===== src/rtl/pdiv_pkg.sv =====
package pdiv_pkg;

    typedef enum logic [1:0] {
        SRC_FREE  = 2'd0,
        SRC_LEVEL = 2'd1,
        SRC_RISE  = 2'd2,
        SRC_FALL  = 2'd3
    } src_mode_e;

endpackage


===== src/rtl/pdiv_pin_sync.sv =====
module pdiv_pin_sync #(
    parameter int STAGES = 2
) (
    input  logic clk,
    input  logic rst_n,
    input  logic pin_async,
    output logic pin_level,
    output logic pin_rise,
    output logic pin_fall
);
    typedef struct packed {
        logic [STAGES-1:0] chain;
        logic              prev;
        logic              armed;
    } sync_s;

    sync_s st_d, st_q;

    always_comb begin
        st_d       = st_q;
        st_d.chain = {st_q.chain[STAGES-2:0], pin_async};
        st_d.prev  = st_q.chain[STAGES-1];
        st_d.armed = 1'b1;
    end

    always_ff @(posedge clk) begin
        if (!rst_n) begin
            st_q <= '0;
        end else begin
            st_q <= st_d;
        end
    end

    assign pin_level = st_q.chain[STAGES-1];
    assign pin_rise  = st_q.chain[STAGES-1] & ~st_q.prev;
    assign pin_fall  = ~st_q.chain[STAGES-1] & st_q.prev;

    // first stage follows the pin one edge later
    assert_first_stage_R9: assert property (@(posedge clk) disable iff (!rst_n)
        st_q.armed |-> (st_q.chain[0] == $past(pin_async)));

    // a transition pulse never lasts two cycles
    assert_rise_single_R6: assert property (@(posedge clk) disable iff (!rst_n)
        pin_rise |=> !pin_rise);
    assert_fall_single_R7: assert property (@(posedge clk) disable iff (!rst_n)
        pin_fall |=> !pin_fall);
endmodule


===== src/rtl/pdiv_evt_sel.sv =====
module pdiv_evt_sel
    import pdiv_pkg::*;
(
    input  logic       clk,
    input  logic       rst_n,
    input  logic [1:0] src_sel,
    input  logic       pin_level,
    input  logic       pin_rise,
    input  logic       pin_fall,
    output logic       evt
);
    src_mode_e mode;

    always_comb begin
        mode = src_mode_e'(src_sel);
        unique case (mode)
            SRC_FREE:  evt = 1'b1;
            SRC_LEVEL: evt = pin_level;
            SRC_RISE:  evt = pin_rise;
            SRC_FALL:  evt = pin_fall;
            default:   evt = 1'b0;
        endcase
    end

    // in rise mode an event is never followed directly by another
    assert_rise_evt_gap_R6: assert property (@(posedge clk) disable iff (!rst_n)
        (mode == SRC_RISE && evt && src_sel == $past(src_sel)) |=> (src_sel != 2'd2 || !evt));

    // level mode never produces an event while the pin is low
    assert_level_gate_R5: assert property (@(posedge clk) disable iff (!rst_n)
        (mode == SRC_LEVEL && !pin_level) |-> !evt);
endmodule


===== src/rtl/pdiv_accum.sv =====
module pdiv_accum #(
    parameter int INT_W  = 8,
    parameter int FRAC_W = 4
) (
    input  logic              clk,
    input  logic              rst_n,
    input  logic              run,
    input  logic              evt,
    input  logic [INT_W-1:0]  div_whole,
    input  logic [FRAC_W-1:0] div_frac,
    output logic              strobe
);
    localparam int DIV_W = INT_W + FRAC_W;
    localparam int ACC_W = DIV_W + 1;
    localparam logic [ACC_W-1:0] STEP    = ACC_W'(1) << FRAC_W;
    localparam logic [ACC_W-1:0] DIV_MAX = ACC_W'(1) << DIV_W;

    typedef struct packed {
        logic [ACC_W-1:0] acc;
        logic             strobe;
    } acc_s;

    acc_s st_d, st_q;
    logic [ACC_W-1:0] div_eff;
    logic [ACC_W-1:0] sum;

    always_comb begin
        div_eff = (div_whole == '0) ? DIV_MAX : {1'b0, div_whole, div_frac};
        sum     = st_q.acc + STEP;
        st_d        = st_q;
        st_d.strobe = 1'b0;
        if (run && evt) begin
            if (sum >= div_eff) begin
                st_d.acc    = sum - div_eff;
                st_d.strobe = 1'b1;
            end else begin
                st_d.acc = sum;
            end
        end
    end

    always_ff @(posedge clk) begin
        if (!rst_n) begin
            st_q <= '0;
        end else begin
            st_q <= st_d;
        end
    end

    assign strobe = st_q.strobe;

    // the remainder stays below the largest divisor
    assert_acc_bounded_R3: assert property (@(posedge clk) disable iff (!rst_n)
        st_q.acc < DIV_MAX);

    // a stopped channel keeps its remainder and stays quiet
    assert_hold_acc_R8: assert property (@(posedge clk) disable iff (!rst_n)
        !run |=> ($stable(st_q.acc) && !strobe));

    // without an event nothing is issued
    assert_no_evt_no_strobe_R3: assert property (@(posedge clk) disable iff (!rst_n)
        !evt |=> !strobe);
endmodule


===== src/rtl/pace_divider.sv =====
module pace_divider
    import pdiv_pkg::*;
#(
    parameter int INT_W       = 8,
    parameter int FRAC_W      = 4,
    parameter int SYNC_STAGES = 2
) (
    input  logic              clk,
    input  logic              rst_n,
    input  logic              run,
    input  logic [1:0]        src_sel,
    input  logic [INT_W-1:0]  div_whole,
    input  logic [FRAC_W-1:0] div_sixteenths,
    input  logic              b_in,
    output logic              strobe
);
    logic pin_level, pin_rise, pin_fall;
    logic evt;

    pdiv_pin_sync #(.STAGES(SYNC_STAGES)) u_sync (
        .clk       (clk),
        .rst_n     (rst_n),
        .pin_async (b_in),
        .pin_level (pin_level),
        .pin_rise  (pin_rise),
        .pin_fall  (pin_fall)
    );

    pdiv_evt_sel u_sel (
        .clk       (clk),
        .rst_n     (rst_n),
        .src_sel   (src_sel),
        .pin_level (pin_level),
        .pin_rise  (pin_rise),
        .pin_fall  (pin_fall),
        .evt       (evt)
    );

    pdiv_accum #(.INT_W(INT_W), .FRAC_W(FRAC_W)) u_acc (
        .clk       (clk),
        .rst_n     (rst_n),
        .run       (run),
        .evt       (evt),
        .div_whole (div_whole),
        .div_frac  (div_sixteenths),
        .strobe    (strobe)
    );

    // unity divisor in free-running mode strobes every cycle
    assert_unity_free_R2: assert property (@(posedge clk) disable iff (!rst_n)
        (run && src_sel == 2'd0 && div_whole == INT_W'(1) && div_sixteenths == '0) |=> strobe);

    // disabled channel issues no strobe
    assert_quiet_when_off_R8: assert property (@(posedge clk) disable iff (!rst_n)
        !run |=> !strobe);
endmodule


===== config.mk =====
export PLATFORM = sky130hd
export DESIGN_NAME = pace_divider
export DESIGN_NICKNAME = d
export VERILOG_FILES = /design/src/rtl/pdiv_pkg.sv /design/src/rtl/pdiv_pin_sync.sv /design/src/rtl/pdiv_evt_sel.sv /design/src/rtl/pdiv_accum.sv /design/src/rtl/pace_divider.sv
export SDC_FILE = /design/constraint.sdc
export NUM_CORES = 1
export LEC_CHECK = 0
export CAP_MARGIN = 0
export CORE_ASPECT_RATIO = 1.75
export CORE_UTILIZATION = 50
export DETAILED_ROUTE_END_ITERATION = 10
export DONT_BUFFER_PORTS = 1
export SETUP_SLACK_MARGIN = 0.4
export SLEW_MARGIN = 20
export SYNTH_ARGS = -nofsm -noshare
export SYNTH_HDL_FRONTEND = slang
export SYNTH_SLANG_ARGS = --single-unit

===== constraint.sdc =====
create_clock -name clk -period 2.95 [get_ports clk]
set_input_delay 0.295 -clock clk [delete_from_list [all_inputs] [get_ports clk]]
set_output_delay 0.295 -clock clk [all_outputs]
set_load 0.02 [all_outputs]

==> results.txt <==
Outcome = completed
Crit-path max FO = 6
Leakage = 0.0009495 uW
Register Area = 352.8 um^2
Hpwl dp = 3418 um
Gpl congestion = 0.8773
Post-synth EDFFs = 0
Clock slew seen by the registers of the worst setup and hold paths = 0.07 ns
Logic gate share of total power = 39.8%
Area growth, synth to finish = 33.75%
First-pass GRT wire length = 7776 um
Min-delay worst type = in2reg
CTS tree = done
Via count = 1,684
Die H = 76.96 um
Final hold vios = 0
Main synth FF type = dfxtp_1
Post-synth cell types = 48
Vias in the first global route = 1,763
Post-route ant nets = 0
Sink Count = 17
Most frequent cells in the layout = buf_4 (21), inv_1 (17), nand2_1 (14)
Starting DRT DRC Count = 43
DRT Pass-1 Iters = 4
Most common cell after layout, fill and taps aside = buf_4
Ant. Diodes = 0
Pint = 464.4 uW
Hold buffer count at cts = 0
DR WL/cell = 17.85 um
Syn Nets = 235
Nets = 263
Gr ovfl total = 0
Core footprint = 2993 um^2
Fillers = 249
Area share of the largest cell type after synthesis = 21.20%
Die Wd = 44.83 um
Die area = 3450 um^2
Smallest hold slack = 0.1592 ns
Worst-Skew Late Latency = 0.26 ns
Worst rel slew slack = 63.52%
Final design utilization = 71.74%
Async set-or-reset flop fraction in the synthesized netlist = 0%
CP startpoint kind = flop
Clk Tree Root Cell = clkbuf_8
Slew @ Worst Pin = 0.5472 ns
Fmax = 0.3742 GHz
Max-cap viol count = 0
I/O Pins = 19
Row cnt = 26
Largest net degree at the start of global routing = 18
Tmin final = 2.673 ns
Worst EP arrival = 2.80 ns
Layout cells sized above 1 = 34.93%
Fin. max-slew vios = 0
Setup CP Type = reg2reg
Reg power frac = 35.0%
RSZ-0062 raised after global routing = true
Setup violations, final = 0
GR Util All Layers = 30.05%
Clk network pwr share = 25.2%
Net Sw Frac = 34.13%
Worst Path Required = 3.07 ns
Pwr dens = 328.3 nW/um^2
I/O Buffers = 0
Starting Density = 53.64%
Area of the multi-input gates = 1395 um^2
VDD IR max = 0.2026 mV
Vias per cell = 6.214
Area leader, netlist = dfxtp_1
Mean Syn Cell Area = 7.947 um^2
Synth warn = 0
DRC viols = 0
Initial antenna violation count = 0
Sw power = 240.6 uW
Critical Path Sink Type = flop
Layout Skew = 0.0008890 ns
Top post-synthesis cells by area = dfxtp_1 (21%), ha_1 (11%), xnor2_1 (6.0%)
CTS max path bufs = 2
Post-synthesis instance area = 1605 um^2
Synth Register Bits = 17
Post-route clock period utilization = 90.59%
Final Routed Wirelength = 4836 um
Synth Instances = 202
TritonCTS buffer count = 3
H-tree levels = 1
Sequential fraction of the synthesis area = 21.20%
==> what timing repair did <==
| action | in CTS | in global routing |
|---|---|---|
| setup endpoints to repair | 12 | 13 |
| cloned | 1 | 0 |
| buffers inserted | 13 | 4 |
| gates resized for setup | 34 | 13 |
| hold endpoints to repair | 0 | 0 |
| pin swaps | 22 | 13 |
==> layer usage <==
layer  GRT usage [%]  share of wire, %  vias to the layer above
met5               0                 0                        -
met4           19.70               5.8                        0
met3           2.588               3.5                       18
met2           55.00                53                       46
met1           29.71                38                      815
li1                -                 -                      805
==> critical path, cell delays in order (launching register included) <==
cell and delay, ns:
dfxtp_4 0.37, and4_4 0.24, nand4_1 0.21, xnor2_2 0.28, ha_4 0.25, and4_4 0.16, a41oi_4 0.20, o21ai_2 0.11
nor3_4 0.23, buf_6 0.17, mux2i_2 0.22, a211oi_2 0.09
==> flip-flops by register name, indices dropped and copies added, names as in the netlist <==
register	count
u_acc.st_q	13
u_acc.strobe	1
u_sync.pin_level	1
u_sync.st_d	1
u_sync.st_q	1
==> per-stage QoR <==
step	total power [uW]	instances	setup WS (ns)	setup TNS, ns	instance area (um^2)
global placement	463.2	249	-0.001891	-0.001891	1728
CTS	686.6	267	0.3269	0	2047
finish	705.0	271	0.2775	0	2147
floorplan	415.0	202	0.4037	0	1634
detailed placement	468.1	249	-0.04812	-0.08475	1728
global route	742.8	271	0.1925	0	2147
==> area by class of cell <==
type	count	area share, %
Sequential cell	17	16.43
Tap cell	42	2.448
Multi-Input combinational cell	163	64.98
Timing Repair Buffer	28	11.01
Inverter	17	2.972
Clock inverter	1	0.2331
Clock buffer	3	1.923
==> power groups by stage <==
stage               Clock [uW]  Sequential (uW)  Combinational [uW]
CTS                        181              246                 260
finish                     178              247                 281
floorplan                    0              252                 163
global placement             0              252                 211
detailed placement           0              252                 216
global route               192              247                 303
==> cells in the mapped netlist (all sizes together), types with 4 or more instances <==
cell type / number
nand4: 6
xnor2: 11
nand2: 14
o31ai: 5
mux2i: 4
nand3: 7
dfxtp: 17
or3: 6
a21o: 4
nor3: 8
and3: 4
a21oi: 18
and2: 4
and4: 5
inv: 17
ha: 14
o21ai: 11
xor2: 4
nor2: 9
==> final timing paths <==
kind,from,endpoint,slack (ns),cells after the start
hold reg to reg,u_sync.st_d[3],u_sync.pin_level,0.45,1
hold / removal,rst_n,u_sync.st_d[3],0.16,1
setup / recovery,u_acc.st_q[7],u_acc.st_q[11],0.28,11
setup reg to reg,u_acc.st_q[7],u_acc.st_q[11],0.28,11
==> logic make-up after synthesis <==
family,count (synthesis),share of synthesized area [%]
XOR/XNOR,15,8.184
AND/OR/NAND/NOR,70,24.47
multiplexers,4,2.494
AO/OA/AOI/OAI,59,25.41
flip-flops,17,21.20
adder cells (fa/ha/maj),15,12.16
buffers and inverters,22,6.079
No activity file was read; power rests on OpenSTA's default activity.
